[src/rtl/pwm_pkg.sv]
package pwm_pkg;
  localparam int ADDR_W = 3;
  localparam int BYTE_W = 8;

  localparam logic [ADDR_W-1:0] A_CTRL    = 3'd0;
  localparam logic [ADDR_W-1:0] A_CNT_LO  = 3'd1;
  localparam logic [ADDR_W-1:0] A_CNT_HI  = 3'd2;
  localparam logic [ADDR_W-1:0] A_PER_LO  = 3'd3;
  localparam logic [ADDR_W-1:0] A_PER_HI  = 3'd4;
  localparam logic [ADDR_W-1:0] A_DUTY_LO = 3'd5;
  localparam logic [ADDR_W-1:0] A_DUTY_HI = 3'd6;

  localparam int B_EN     = 0;  // bits 0,1
  localparam int B_POL    = 2;  // bits 2,3
  localparam int B_CENTER = 4;  // bits 4,5
  localparam int B_CAT    = 6;
endpackage

[src/rtl/pwm_core.sv]
module pwm_core #(
  parameter int W = 8
) (
  input  logic         clk,
  input  logic         rst_n,
  input  logic         tick,
  input  logic         en,
  input  logic         pol,
  input  logic         center,
  input  logic         cnt_clr,
  input  logic [W-1:0] per_buf,
  input  logic [W-1:0] duty_buf,
  output logic [W-1:0] cnt_o,
  output logic [W-1:0] per_o,
  output logic         out_o
);
  logic [W-1:0] cnt, per_act, duty_act;
  logic         down;
  logic         active;

  always_ff @(posedge clk) begin
    if (!rst_n) begin
      cnt      <= '0;
      down     <= 1'b0;
      per_act  <= '0;
      duty_act <= '0;
    end else if (cnt_clr) begin
      cnt      <= '0;
      down     <= 1'b0;
      per_act  <= per_buf;
      duty_act <= duty_buf;
    end else if (tick && en) begin
      if (per_act == '0) begin
        cnt  <= '0;
        down <= 1'b0;
      end else if (!center) begin
        down <= 1'b0;
        if (cnt >= per_act - 1'b1) begin
          cnt      <= '0;
          per_act  <= per_buf;
          duty_act <= duty_buf;
        end else begin
          cnt <= cnt + 1'b1;
        end
      end else if (!down) begin
        if (cnt >= per_act) begin
          cnt <= cnt - 1'b1;
          if (cnt == {{(W-1){1'b0}}, 1'b1}) begin
            per_act  <= per_buf;
            duty_act <= duty_buf;
          end else begin
            down <= 1'b1;
          end
        end else begin
          cnt <= cnt + 1'b1;
        end
      end else begin
        if (cnt <= {{(W-1){1'b0}}, 1'b1}) begin
          cnt      <= '0;
          down     <= 1'b0;
          per_act  <= per_buf;
          duty_act <= duty_buf;
        end else begin
          cnt <= cnt - 1'b1;
        end
      end
    end
  end

  always_comb begin
    active = (per_act != '0) && ((duty_act >= per_act) || (cnt < duty_act));
    out_o  = active ? pol : ~pol;
  end

  assign cnt_o = cnt;
  assign per_o = per_act;
endmodule

[src/rtl/pwm_regs.sv]
module pwm_regs
  import pwm_pkg::*;
(
  input  logic                   clk,
  input  logic                   rst_n,
  input  logic                   wr_en,
  input  logic [ADDR_W-1:0]      addr,
  input  logic [BYTE_W-1:0]      wr_data,
  output logic [BYTE_W-1:0]      ctrl,
  output logic [1:0][BYTE_W-1:0] per_buf,
  output logic [1:0][BYTE_W-1:0] duty_buf,
  output logic [1:0]             clr8,
  output logic                   clr16
);
  logic cat, hit_lo, hit_hi;

  always_ff @(posedge clk) begin
    if (!rst_n) begin
      ctrl     <= '0;
      per_buf  <= '0;
      duty_buf <= '0;
    end else if (wr_en) begin
      case (addr)
        A_CTRL:    ctrl        <= wr_data;
        A_PER_LO:  per_buf[0]  <= wr_data;
        A_PER_HI:  per_buf[1]  <= wr_data;
        A_DUTY_LO: duty_buf[0] <= wr_data;
        A_DUTY_HI: duty_buf[1] <= wr_data;
        default: ;
      endcase
    end
  end

  always_comb begin
    cat    = ctrl[B_CAT];
    hit_lo = wr_en && (addr == A_CNT_LO);
    hit_hi = wr_en && (addr == A_CNT_HI);
    clr8   = {hit_hi && !cat, hit_lo && !cat};
    clr16  = (hit_lo || hit_hi) && cat;
  end
endmodule

[src/rtl/dual_pwm_counter.sv]
module dual_pwm_counter
  import pwm_pkg::*;
(
  input  logic              clk,
  input  logic              rst_n,
  input  logic              tick,
  input  logic              wr_en,
  input  logic [ADDR_W-1:0] addr,
  input  logic [BYTE_W-1:0] wr_data,
  input  logic              rd_en,
  output logic [BYTE_W-1:0] rd_data,
  output logic              rd_valid,
  output logic [1:0]        pwm_out
);
  localparam int WIDE_W = 2 * BYTE_W;

  logic [BYTE_W-1:0]      ctrl;
  logic [1:0][BYTE_W-1:0] per_buf, duty_buf;
  logic [1:0]             clr8;
  logic                   clr16;
  logic                   cat;
  logic [1:0][BYTE_W-1:0] cnt8, per8;
  logic [1:0]             out8;
  logic [WIDE_W-1:0]      cnt16, per16;
  logic                   out16;
  logic [BYTE_W-1:0]      hi_hold;

  assign cat = ctrl[B_CAT];

  pwm_regs u_regs (
    .clk(clk), .rst_n(rst_n), .wr_en(wr_en), .addr(addr), .wr_data(wr_data),
    .ctrl(ctrl), .per_buf(per_buf), .duty_buf(duty_buf),
    .clr8(clr8), .clr16(clr16)
  );

  for (genvar k = 0; k < 2; k++) begin : g_ch
    pwm_core #(.W(BYTE_W)) u_core (
      .clk(clk), .rst_n(rst_n), .tick(tick),
      .en(ctrl[B_EN+k]), .pol(ctrl[B_POL+k]), .center(ctrl[B_CENTER+k]),
      .cnt_clr(clr8[k]), .per_buf(per_buf[k]), .duty_buf(duty_buf[k]),
      .cnt_o(cnt8[k]), .per_o(per8[k]), .out_o(out8[k])
    );
  end

  pwm_core #(.W(WIDE_W)) u_wide (
    .clk(clk), .rst_n(rst_n), .tick(tick),
    .en(ctrl[B_EN] && cat), .pol(ctrl[B_POL]), .center(ctrl[B_CENTER]),
    .cnt_clr(clr16), .per_buf({per_buf[1], per_buf[0]}),
    .duty_buf({duty_buf[1], duty_buf[0]}),
    .cnt_o(cnt16), .per_o(per16), .out_o(out16)
  );

  always_ff @(posedge clk) begin
    if (!rst_n) begin
      rd_data  <= '0;
      rd_valid <= 1'b0;
      hi_hold  <= '0;
    end else begin
      rd_valid <= rd_en;
      if (rd_en) begin
        case (addr)
          A_CTRL:    rd_data <= ctrl;
          A_CNT_LO:  rd_data <= cat ? cnt16[BYTE_W-1:0] : cnt8[0];
          A_CNT_HI:  rd_data <= cat ? hi_hold : cnt8[1];
          A_PER_LO:  rd_data <= per_buf[0];
          A_PER_HI:  rd_data <= per_buf[1];
          A_DUTY_LO: rd_data <= duty_buf[0];
          A_DUTY_HI: rd_data <= duty_buf[1];
          default:   rd_data <= '0;
        endcase
        if (cat && addr == A_CNT_LO) hi_hold <= cnt16[WIDE_W-1:BYTE_W];
      end
    end
  end

  assign pwm_out = cat ? {1'b0, out16} : out8;
endmodule

[config.mk]
export PLATFORM = sky130hd
export DESIGN_NAME = dual_pwm_counter
export DESIGN_NICKNAME = d
export VERILOG_FILES = /design/src/rtl/pwm_pkg.sv /design/src/rtl/pwm_core.sv /design/src/rtl/pwm_regs.sv /design/src/rtl/dual_pwm_counter.sv
export SDC_FILE = /design/constraint.sdc
export NUM_CORES = 1
export LEC_CHECK = 0
export ABC_AREA = 1
export ABC_CLOCK_PERIOD_IN_PS = 3600
export CORE_ASPECT_RATIO = 1.4
export CORE_MARGIN = 2
export CORE_UTILIZATION = 36
export CTS_CLUSTER_SIZE = 24
export DETAILED_ROUTE_END_ITERATION = 8
export PLACE_DENSITY_LB_ADDON = 0.2
export RECOVER_POWER = 25
export SETUP_SLACK_MARGIN = 0.1
export SLEW_MARGIN = 20
export SYNTH_ARGS = -nofsm -noshare
export SYNTH_HDL_FRONTEND = slang
export SYNTH_SLANG_ARGS = --single-unit
[constraint.sdc]
create_clock -name clk -period 3.6 [get_ports clk]
set_input_delay 0.72 -clock clk [delete_from_list [all_inputs] [get_ports clk]]
set_output_delay 0.72 -clock clk [all_outputs]
set_load 0.005 [all_outputs]
==> results of run 1 <==
==> metrics by stage <==
stage | hold WS (ps) | util (%) | setup WS [ps] | cell area [um2]
after global routing | 496 | 41.7 | 48.0 | 13500
after detailed placement | 459 | 39.2 | 28.3 | 12700
after global placement | 458 | 39.2 | 159 | 12700
after CTS | 469 | 41.4 | 58.9 | 13400
final | 463 | 41.7 | 263 | 13500
after floorplan | 441 | - | 662 | 11900
==> path summary, 6_finish.rpt <==
kind | to | slack, ps | cells past startpoint | startpoint
setup / recovery | pwm_out[1] | 260 | 10 | g_ch[1].u_core.per_o[7]
hold / removal | rd_data[3] | 460 | 2 | rd_data[3]
setup reg to reg | u_wide.per_o[7] | 390 | 21 | u_wide.per_o[0]
hold reg to reg | rd_data[3] | 460 | 2 | rd_data[3]
==> report_power, final <==
part | switching [mW] | internal, mW | leakage (nW)
Clock | 0.810 | 0.981 | 0.265
Combinational | 0.341 | 0.182 | 4.91
Sequential | 0.0315 | 1.76 | 1.27
Total | 1.18 | 2.92 | 6.44
==> flip-flops by register name, indices dropped and copies added, names as in the netlist <==
signal	cells
u_wide.per_o	16
hi_hold	8
u_regs.duty_buf	16
u_wide.cnt_o	16
u_regs.ctrl	8
g_ch.u_core.cnt_o	16
u_wide.duty_act	16
rd_valid	1
g_ch.u_core.per_o	16
g_ch.u_core.duty_act	16
u_regs.per_buf	16
u_wide.down	1
g_ch.u_core.down	2
rd_data	8
==> critical path: stages, from the launching register on <==
cell and delay [ps]:
dfxtp_1 300, inv_1 190, ha_1 300, nand2_1 100, nor2_1 60, a211oi_2 170
nand4_1 210, nand3_1 120, nand2_1 60, nor2_2 130, clkdlybuf4s50_1 530
==> area by class of cell <==
cell class / count / area, um2 / area share [%]
Multi-Input combinational cell: 1343 / 7690 / 56.9
Sequential cell: 156 / 3140 / 23.2
Inverter: 211 / 792 / 5.87
Timing Repair Buffer: 87 / 759 / 5.62
Tap cell: 440 / 551 / 4.08
Clock buffer: 22 / 494 / 3.66
Clock inverter: 10 / 82.6 / 0.612
==> cell usage in the layout, fill, tap and decap left out, types with 11 or more instances in the layout <==
cell             instances
nand2_1                390
a21oi_1                213
inv_1                  177
nor2_1                 153
dfxtp_1                148
ha_1                   137
nand3_1                131
o21ai_0                 79
xor2_1                  63
buf_4                   56
nand4_1                 34
inv_2                   33
nor3_1                  23
o21ai_1                 21
clkbuf_16               17
clkdlybuf4s50_1         13
dlygate4sd3_1           11
==> cell families (layout without fill, tap and decap cells) <==
kind of cell | after synthesis | after routing
DFF | 156 | 156
buffers and inverters | 283 | 330
and+or+nand+nor | 776 | 776
xor gates and xnor gates | 70 | 70
AOI/OAI and AO/OA | 358 | 358
adders and majority gates | 139 | 139
==> repair_timing <==
action / in CTS / in global routing
setup endpoints to repair: 43 / 48
cloned: 1 / 0
pin swaps: 11 / 9
gates resized for setup: 26 / 19
setup buffers: 4 / 4
==> metal layers <==
layer  GRT usage (%)  vias up  wire length [um]
li1                -     5978                 -
met1            27.5     5371             16300
met2            41.5      241             19600
met3            3.44       84              1390
met4            12.2        0              1920
met5               0        -                 0
==> flow_summary.json, run 1 <==
{
  "outcome": "finished with violations",
  "violations": "max-capacitance violations, max-slew violations",
  "rows": 78,
  "diodes": 0,
  "cts.sinks": 156,
  "ys_warn_count": 0,
  "fin_skew_ps": 10.8,
  "synthArstFlopShare_pct": 0,
  "syn_avg_cell_area_um2": 6.66,
  "report.final.slew_viol_count": 45,
  "holdBufCountCts": 0,
  "leakagePower_nw": 6.44,
  "path_clk_slew_ps": 60,
  "clk_path_buf_depth": 2,
  "placed_cells": 2228,
  "crit_arrival_ps": 2620,
  "first_pass_iters": 5,
  "max-cap-violations": 1,
  "yosys.area_share.simple_pct": 28.0,
  "grt_max_degree": 66,
  "syn-cell-area_um2": 11900,
  "routed-via-count": 11674,
  "fin_nets": 1971,
  "synth_mux_area_share_pct": 0,
  "layout_min_cycle_time_ps": 3340,
  "grt.overflow.total": 0,
  "post-synth-top-count-cell": "nand2_1",
  "fp.coreArea_um2": 32400,
  "tightestPinTransition_ps": 1860,
  "p_total_mw": 4.10,
  "fp.dieH_um": 219,
  "ant_nets": 0,
  "synth_nets": 1937,
  "setup_violations": 0,
  "synth_top_cell_by_area": "dfxtp_1",
  "critPathRequiredTime_ps": 2880,
  "wl_per_cell_um": 17.3,
  "hpwl_um": 29900,
  "synth_xor_area_share_pct": 5.17,
  "drc": 0,
  "dieArea_um2": 34400,
  "cp_max_fo": 5,
  "gp_congestion": 0.956,
  "synthCells": 1782,
  "htreeDepth": 4,
  "yosys.cell_types.count": 42,
  "synth-main-ff-cell": "dfxtp_1",
  "grt_pass1_vias": 11498,
  "fmax_ghz": 0.300,
  "powerDensity_nw_per_um2": 304,
  "synth-compound-area-share_pct": 16.0,
  "synth_commonest_cells": "nand2_1, a21oi_1, inv_1, nor2_1, dfxtp_1",
  "antenna_found_initial": 0,
  "synth_top_family_by_area": "simple AND/OR/NAND/NOR gates",
  "synth_fa_ha_area_share_pct": 14.7,
  "layout.cells.non_filler": 2269,
  "drive_above_1_share_pct": 9.40,
  "ys_ff_latch": 156,
  "drt_iter0_markers": 681,
  "hold_path_class": "register to register",
  "grt_pass1_wl_um": 62600,
  "hold_violations": 0,
  "synth_top_area_share_pct": 26.3,
  "tritoncts": "done",
  "finalSetupTns_ps": 0,
  "via_per_inst": 5.14,
  "crit_type": "register to output pin",
  "ys_top_cells_by_area": "dfxtp_1, ha_1, nand2_1",
  "io_pins": 27,
  "ys_seq_area_share_pct": 26.3,
  "drt-total-wl_um": 39100,
  "port_buffers": 26,
  "cp-end-kind": "output pin",
  "vdd_ir_drop_max_mv": 0.203,
  "clock-root-buffer": "clkbuf_16",
  "numCtsBuffers": 17,
  "area_growth_pct": 13.8,
  "initial_utilization_pct": 36.6,
  "grtUsageTotal_pct": 23.6,
  "crit_path_start_kind": "register",
  "maxSlewHeadroom_pct": -23.7,
  "post-route-period-util_pct": 92.7,
  "synth_edf_count": 0,
  "insertion_delay_ps": 460,
  "n_fill_cell": 3531,
  "rsz0062_at_grt": "false",
  "die_x_um": 157
}
Power figures use the tool's default switching activity.
==> run 2, diff against run 1 <==
- CTS_BUF_LIST: default -> sky130_fd_sc_hd__clkbuf_16
==> run 2 against run 1 <==
The flow still finishes with violations (max-capacitance violations, max-slew violations). Worst hold slack barely moved. Sequential power barely moved. Routed wire length rose by 0.21%. Clock power fell by 6%. Largest cell class unchanged. Largest power group unchanged.
==> flow_summary.json, run 2 (synthesis results as in run 1) <==
{
  "cp-end-kind": "output pin",
  "setup_slack_ps": 259,
  "path_clk_slew_ps": 70,
  "vdd_ir_drop_max_mv": 0.203,
  "numCtsBuffers": 17,
  "outcome": "finished with violations",
  "drt-total-wl_um": 39200,
  "area_growth_pct": 13.4,
  "hpwl_um": 29900,
  "crit_arrival_ps": 2620,
  "violations": "max-capacitance violations, max-slew violations",
  "grt_pass1_vias": 11501,
  "pwr-share-clk_pct": 42.1,
  "crit_start": "g_ch[1].u_core.per_o[7]",
  "grt.overflow.total": 0,
  "rows": 78,
  "r2r_start": "u_wide.per_o[0]",
  "max-cap-violations": 1,
  "grt_max_degree": 66,
  "report.final.slew_viol_count": 45,
  "drt_iter0_markers": 658,
  "critPathCapture": "pwm_out[1]",
  "crit_path_start_kind": "register",
  "port_buffers": 26,
  "n_fill_cell": 3536,
  "drive_above_1_share_pct": 9.13,
  "insertion_delay_ps": 460,
  "leakagePower_nw": 6.41,
  "fp.dieH_um": 219,
  "grtUsageTotal_pct": 23.5,
  "clk_path_buf_depth": 2,
  "dieArea_um2": 34400,
  "setup_violations": 0,
  "tightestPinTransition_ps": 1840,
  "crit_type": "register to output pin",
  "power_frac_comb_pct": 13.1,
  "worstRegToRegCells": 21,
  "rsz0062_at_grt": "false",
  "io_pins": 27,
  "maxSlewHeadroom_pct": -22.9,
  "internal_power_mw": 2.81,
  "diodes": 0,
  "pre_cts_ws_ps": 28.3,
  "fin_skew_ps": 8.90,
  "cp_max_fo": 5,
  "critPathRequiredTime_ps": 2880,
  "fin_nets": 1971,
  "final_common_cell": "nand2_1",
  "hold_violations": 0,
  "gp_congestion": 0.956,
  "swShare_pct": 29.6,
  "tritoncts": "done",
  "fmax_ghz": 0.299,
  "ant_nets": 0,
  "grt_pass1_wl_um": 62600,
  "fp.coreArea_um2": 32400,
  "rrSetupSlack_ps": 390,
  "finalSetupTns_ps": 0,
  "cts.sinks": 156,
  "clock-root-buffer": "clkbuf_16",
  "hold_path_class": "register to register",
  "seqPwrFrac_pct": 44.8,
  "p_total_mw": 4.00,
  "via_per_inst": 5.15,
  "htreeDepth": 4,
  "drc": 0,
  "utilization_pct": 41.5,
  "wl_per_cell_um": 17.3,
  "antenna_found_initial": 0,
  "worstReg2RegEnd": "u_wide.per_o[7]",
  "holdBufCountCts": 0,
  "powerDensity_nw_per_um2": 297,
  "die_x_um": 157,
  "first_pass_iters": 5,
  "post-route-period-util_pct": 92.8,
  "layout_min_cycle_time_ps": 3340,
  "initial_utilization_pct": 36.6,
  "routed-via-count": 11679,
  "p_sw_mw": 1.18,
  "final_cell_mix": "nand2_1, a21oi_1, inv_1"
}
-- run 2: changes by cell type in the layout (fill, tap and decap cells not counted), sizes merged --
| cell | before | now |
|---|---|---|
| clkbuf | 25 | 20 |
| clkinv | 3 | 8 |
-- run 2: cell type report --
class | instances | area (um2) | area share [%]
sequential | 156 | 3140 | 23.3
timing repair buffer | 87 | 759 | 5.65
clock buffer | 17 | 425 | 3.16
multi-input combinational | 1343 | 7690 | 57.2
tap | 440 | 551 | 4.09
clock inverter | 15 | 101 | 0.753
inverter | 211 | 792 | 5.89
-- run 2: worst min path at each step --
stage | from | endpoint | slack [ps] | depth (start not counted)
2_1_floorplan | u_regs.ctrl[7] | u_regs.ctrl[7] | 440 | 2
4_1_cts | rd_data[6] | rd_data[6] | 470 | 2
3_5_place_dp | rd_data[6] | rd_data[6] | 460 | 2
3_3_place_gp | u_regs.ctrl[7] | u_regs.ctrl[7] | 460 | 2
6_report | rd_data[6] | rd_data[6] | 460 | 2
5_1_grt | rd_data[3] | rd_data[3] | 500 | 2
-- run 2: timing repair --
| item | 4_1_cts | 5_1_grt |
|---|---|---|
| gates cloned | 1 | 0 |
| setup buffers | 4 | 4 |
| pin swaps | 11 | 9 |
| gates resized for setup | 26 | 19 |
| endpoints found under the setup margin | 43 | 48 |
-- run 2: routing by layer --
layer	part of all wire, %	vias up	wire, um	global-route usage (%)
li1	-	5979	-	-
met1	41	5378	16300	27.4
met2	50	241	19600	41.5
met3	3.8	81	1510	3.44
met4	4.9	0	1910	12.2
met5	0	-	0	0
-- run 2: through the flow --
stage	hold slack [ps]	cells	instance area, um2
after floorplan	441	1782	11900
after global placement	458	2228	12700
after detailed placement	459	2228	12700
after CTS	469	2265	13400
after global routing	496	2269	13500
final	463	2269	13500
-- run 2: critical path, cell delays in order, from the launching register on --
cell and delay [ps]:
dfxtp_1 300, inv_1 190, ha_1 300, nand2_1 100
nor2_1 60, a211oi_2 170, nand4_1 210, nand3_1 120
nand2_1 60, nor2_2 130, clkdlybuf4s50_1 530
-- run 2: power by group through the flow --
stage | combinational [mW] | sequential [mW] | clock (mW)
5_1_grt | 0.593 | 1.79 | 1.79
2_1_floorplan | 0.338 | 1.82 | 0
3_5_place_dp | 0.508 | 1.83 | 0
6_report | 0.523 | 1.79 | 1.68
3_3_place_gp | 0.503 | 1.83 | 0
4_1_cts | 0.518 | 1.79 | 1.73
==> run 3, diff against run 2 <==
- ABC_CLOCK_PERIOD_IN_PS: 3600 -> 2800
- CORE_ASPECT_RATIO: 1.4 -> 1.2
- CTS_CLUSTER_SIZE: 24 -> 12
- clock period: 3.6 -> 2.8 ns (I/O delays scaled with it)
==> run 3 against run 2 <==
The flow finishes with violations (negative setup slack). Count of clock-buffer cells in the layout unchanged. Cell count up 2.7%. Sequential share of layout area down 2.0 points. Clock power up 37%. Register-to-register slack worse by 680 ps. Clock skew up 6.8 ps. Utilization up 4.1 points. Combinational power up 45%. Non-clock buffer count up 94. Sequential power up 29%. First-iteration DRC count up 49%. Largest cell class unchanged.
==> flow_summary.json, run 3 (synthesis results as in run 1) <==
{
  "powerDensity_nw_per_um2": 364,
  "grt_pass1_vias": 11546,
  "violations": "negative setup slack",
  "fin_skew_ps": 15.7,
  "critical_path.top_delay_family": "simple AND/OR/NAND/NOR gates",
  "htreeDepth": 4,
  "fp.coreArea_um2": 32300,
  "wl_per_cell_um": 17.5,
  "area_growth_pct": 24.5,
  "tritoncts": "done",
  "rows": 72,
  "clock-root-buffer": "clkbuf_16",
  "hold_start": "rd_data[7]",
  "cp-end-kind": "register",
  "placed_area_um2": 13400,
  "crit_start": "u_wide.per_o[4]",
  "crit_path_start_kind": "register",
  "initial_utilization_pct": 36.7,
  "max_stage_delay_ps": 330,
  "rsz0062_at_grt": "true",
  "worstRegToRegCells": 18,
  "dieArea_um2": 34400,
  "first_pass_iters": 5,
  "grt.overflow.total": 0,
  "ant_nets": 0,
  "drt_iter0_markers": 983,
  "cp_cell_sequence": "buf_4 -> nor3_4 -> nand2_2 -> nor3_4 -> nand2_2 -> nor2_2 -> buf_4 -> xor2_1 -> ha_1 -> a21oi_2 -> o21ai_1 -> nor2_1 -> nand4_1 -> nand3_4 -> clkbuf_16 -> nand3_2 -> nand2_1 -> nor2_1",
  "fp.dieH_um": 203,
  "hold_ws_ps": 464,
  "critPathRequiredTime_ps": 3120,
  "worstSetupPathDepth": 18,
  "crit_type": "register to register",
  "grtUsageTotal_pct": 23.1,
  "placed_cells": 2276,
  "worst-path-buf-inv": 3,
  "die_x_um": 170,
  "diodes": 0,
  "max-cap-violations": 0,
  "holdPathStages": 2,
  "gp_congestion": 0.961,
  "drc": 0,
  "crit_arrival_ps": 3420,
  "layout_min_cycle_time_ps": 3090,
  "grt_max_degree": 46,
  "grt_pass1_wl_um": 62200,
  "numCtsBuffers": 17,
  "final_common_cell": "nand2_1",
  "path_clk_slew_ps": 80,
  "rrSetupSlack_ps": -290,
  "fin_nets": 2065,
  "cts.sinks": 156,
  "cp_slowest_cell": "dfxtp_2",
  "drt-total-wl_um": 40700,
  "vdd_ir_drop_max_mv": 0.366,
  "leakagePower_nw": 7.08,
  "cp_max_fo": 8,
  "outcome": "finished with violations",
  "port_buffers": 26,
  "hold_violations": 0,
  "via_per_inst": 5.28,
  "hold_path_class": "register to register",
  "setup_violations": 48,
  "antenna_found_initial": 1,
  "fin_area_um2": 14800,
  "clk_path_buf_depth": 2,
  "hpwl_um": 30500,
  "final_cell_mix": "nand2_1, a21oi_1, inv_1",
  "drive_above_1_share_pct": 18.7,
  "layout.cells.non_filler": 2330,
  "fmax_ghz": 0.323,
  "insertion_delay_ps": 440,
  "report.final.slew_viol_count": 0,
  "maxSlewHeadroom_pct": 45.0,
  "r2r_start": "u_wide.per_o[4]",
  "tightestPinTransition_ps": 823,
  "post-route-period-util_pct": 110,
  "setup_slack_ps": -294,
  "routed-via-count": 12292,
  "io_pins": 27
}
[run 3: metrics by stage]
step	setup TNS [ps]	util [%]	power [mW]	worst slack [ps]
after floorplan	-966	-	2.77	-43.4
after global placement	-8580	41.3	3.04	-254
after detailed placement	-12000	41.3	3.05	-298
after CTS	-7060	43.6	5.36	-201
after global routing	-17780	45.6	5.58	-425
final	-9640	45.6	5.37	-294
[run 3: cell type report]
type / instances / area [um2]
Fill cell: 3288 / 17600
Multi-Input combinational cell: 1343 / 8150
Sequential cell: 156 / 3150
Timing Repair Buffer: 181 / 1580
Inverter: 211 / 805
Tap cell: 407 / 509
Clock buffer: 17 / 425
Clock inverter: 15 / 141
[run 3: per-layer routing]
| metal | vias up | GRT usage (%) | part of all wire [%] |
|---|---|---|---|
| li1 | 6166 | - | - |
| met4 | 0 | 7.81 | 2.5 |
| met2 | 293 | 39.7 | 49 |
| met3 | 60 | 2.69 | 4.2 |
| met5 | - | 0 | 0 |
| met1 | 5773 | 29.9 | 44 |
[run 3: worst register-to-register path: stages (launching register included)]
cell	delay, ps
dfxtp_2	330
buf_4	130
nor3_4	190
nand2_2	100
nor3_4	150
nand2_2	80
nor2_2	100
buf_4	110
xor2_1	140
ha_1	300
a21oi_2	200
o21ai_1	80
nor2_1	160
nand4_1	190
nand3_4	290
clkbuf_16	230
nand3_2	60
nand2_1	70
nor2_1	60
[run 3: final timing paths]
kind                                      endpoint
worst max register to register  u_wide.duty_act[7]
worst min register to register          rd_data[7]
worst min-delay path                    rd_data[7]
worst max-delay path            u_wide.duty_act[7]
[run 3: repair_timing]
action                                  in CTS  in global routing
endpoints found under the setup margin      68                 92
pin swaps                                   20                 45
hold buffers                                 0                  0
setup buffers                                9                  8
cloned                                       0                  6
resized for setup                           38                141
[run 3: report_power, final]
| part | leakage, nW | switching [mW] | internal (mW) |
|---|---|---|---|
| sequential | 1.27 | 0.0482 | 2.26 |
| combinational | 5.53 | 0.465 | 0.292 |
| clock | 0.276 | 1.07 | 1.24 |
| total | 7.08 | 1.58 | 3.79 |
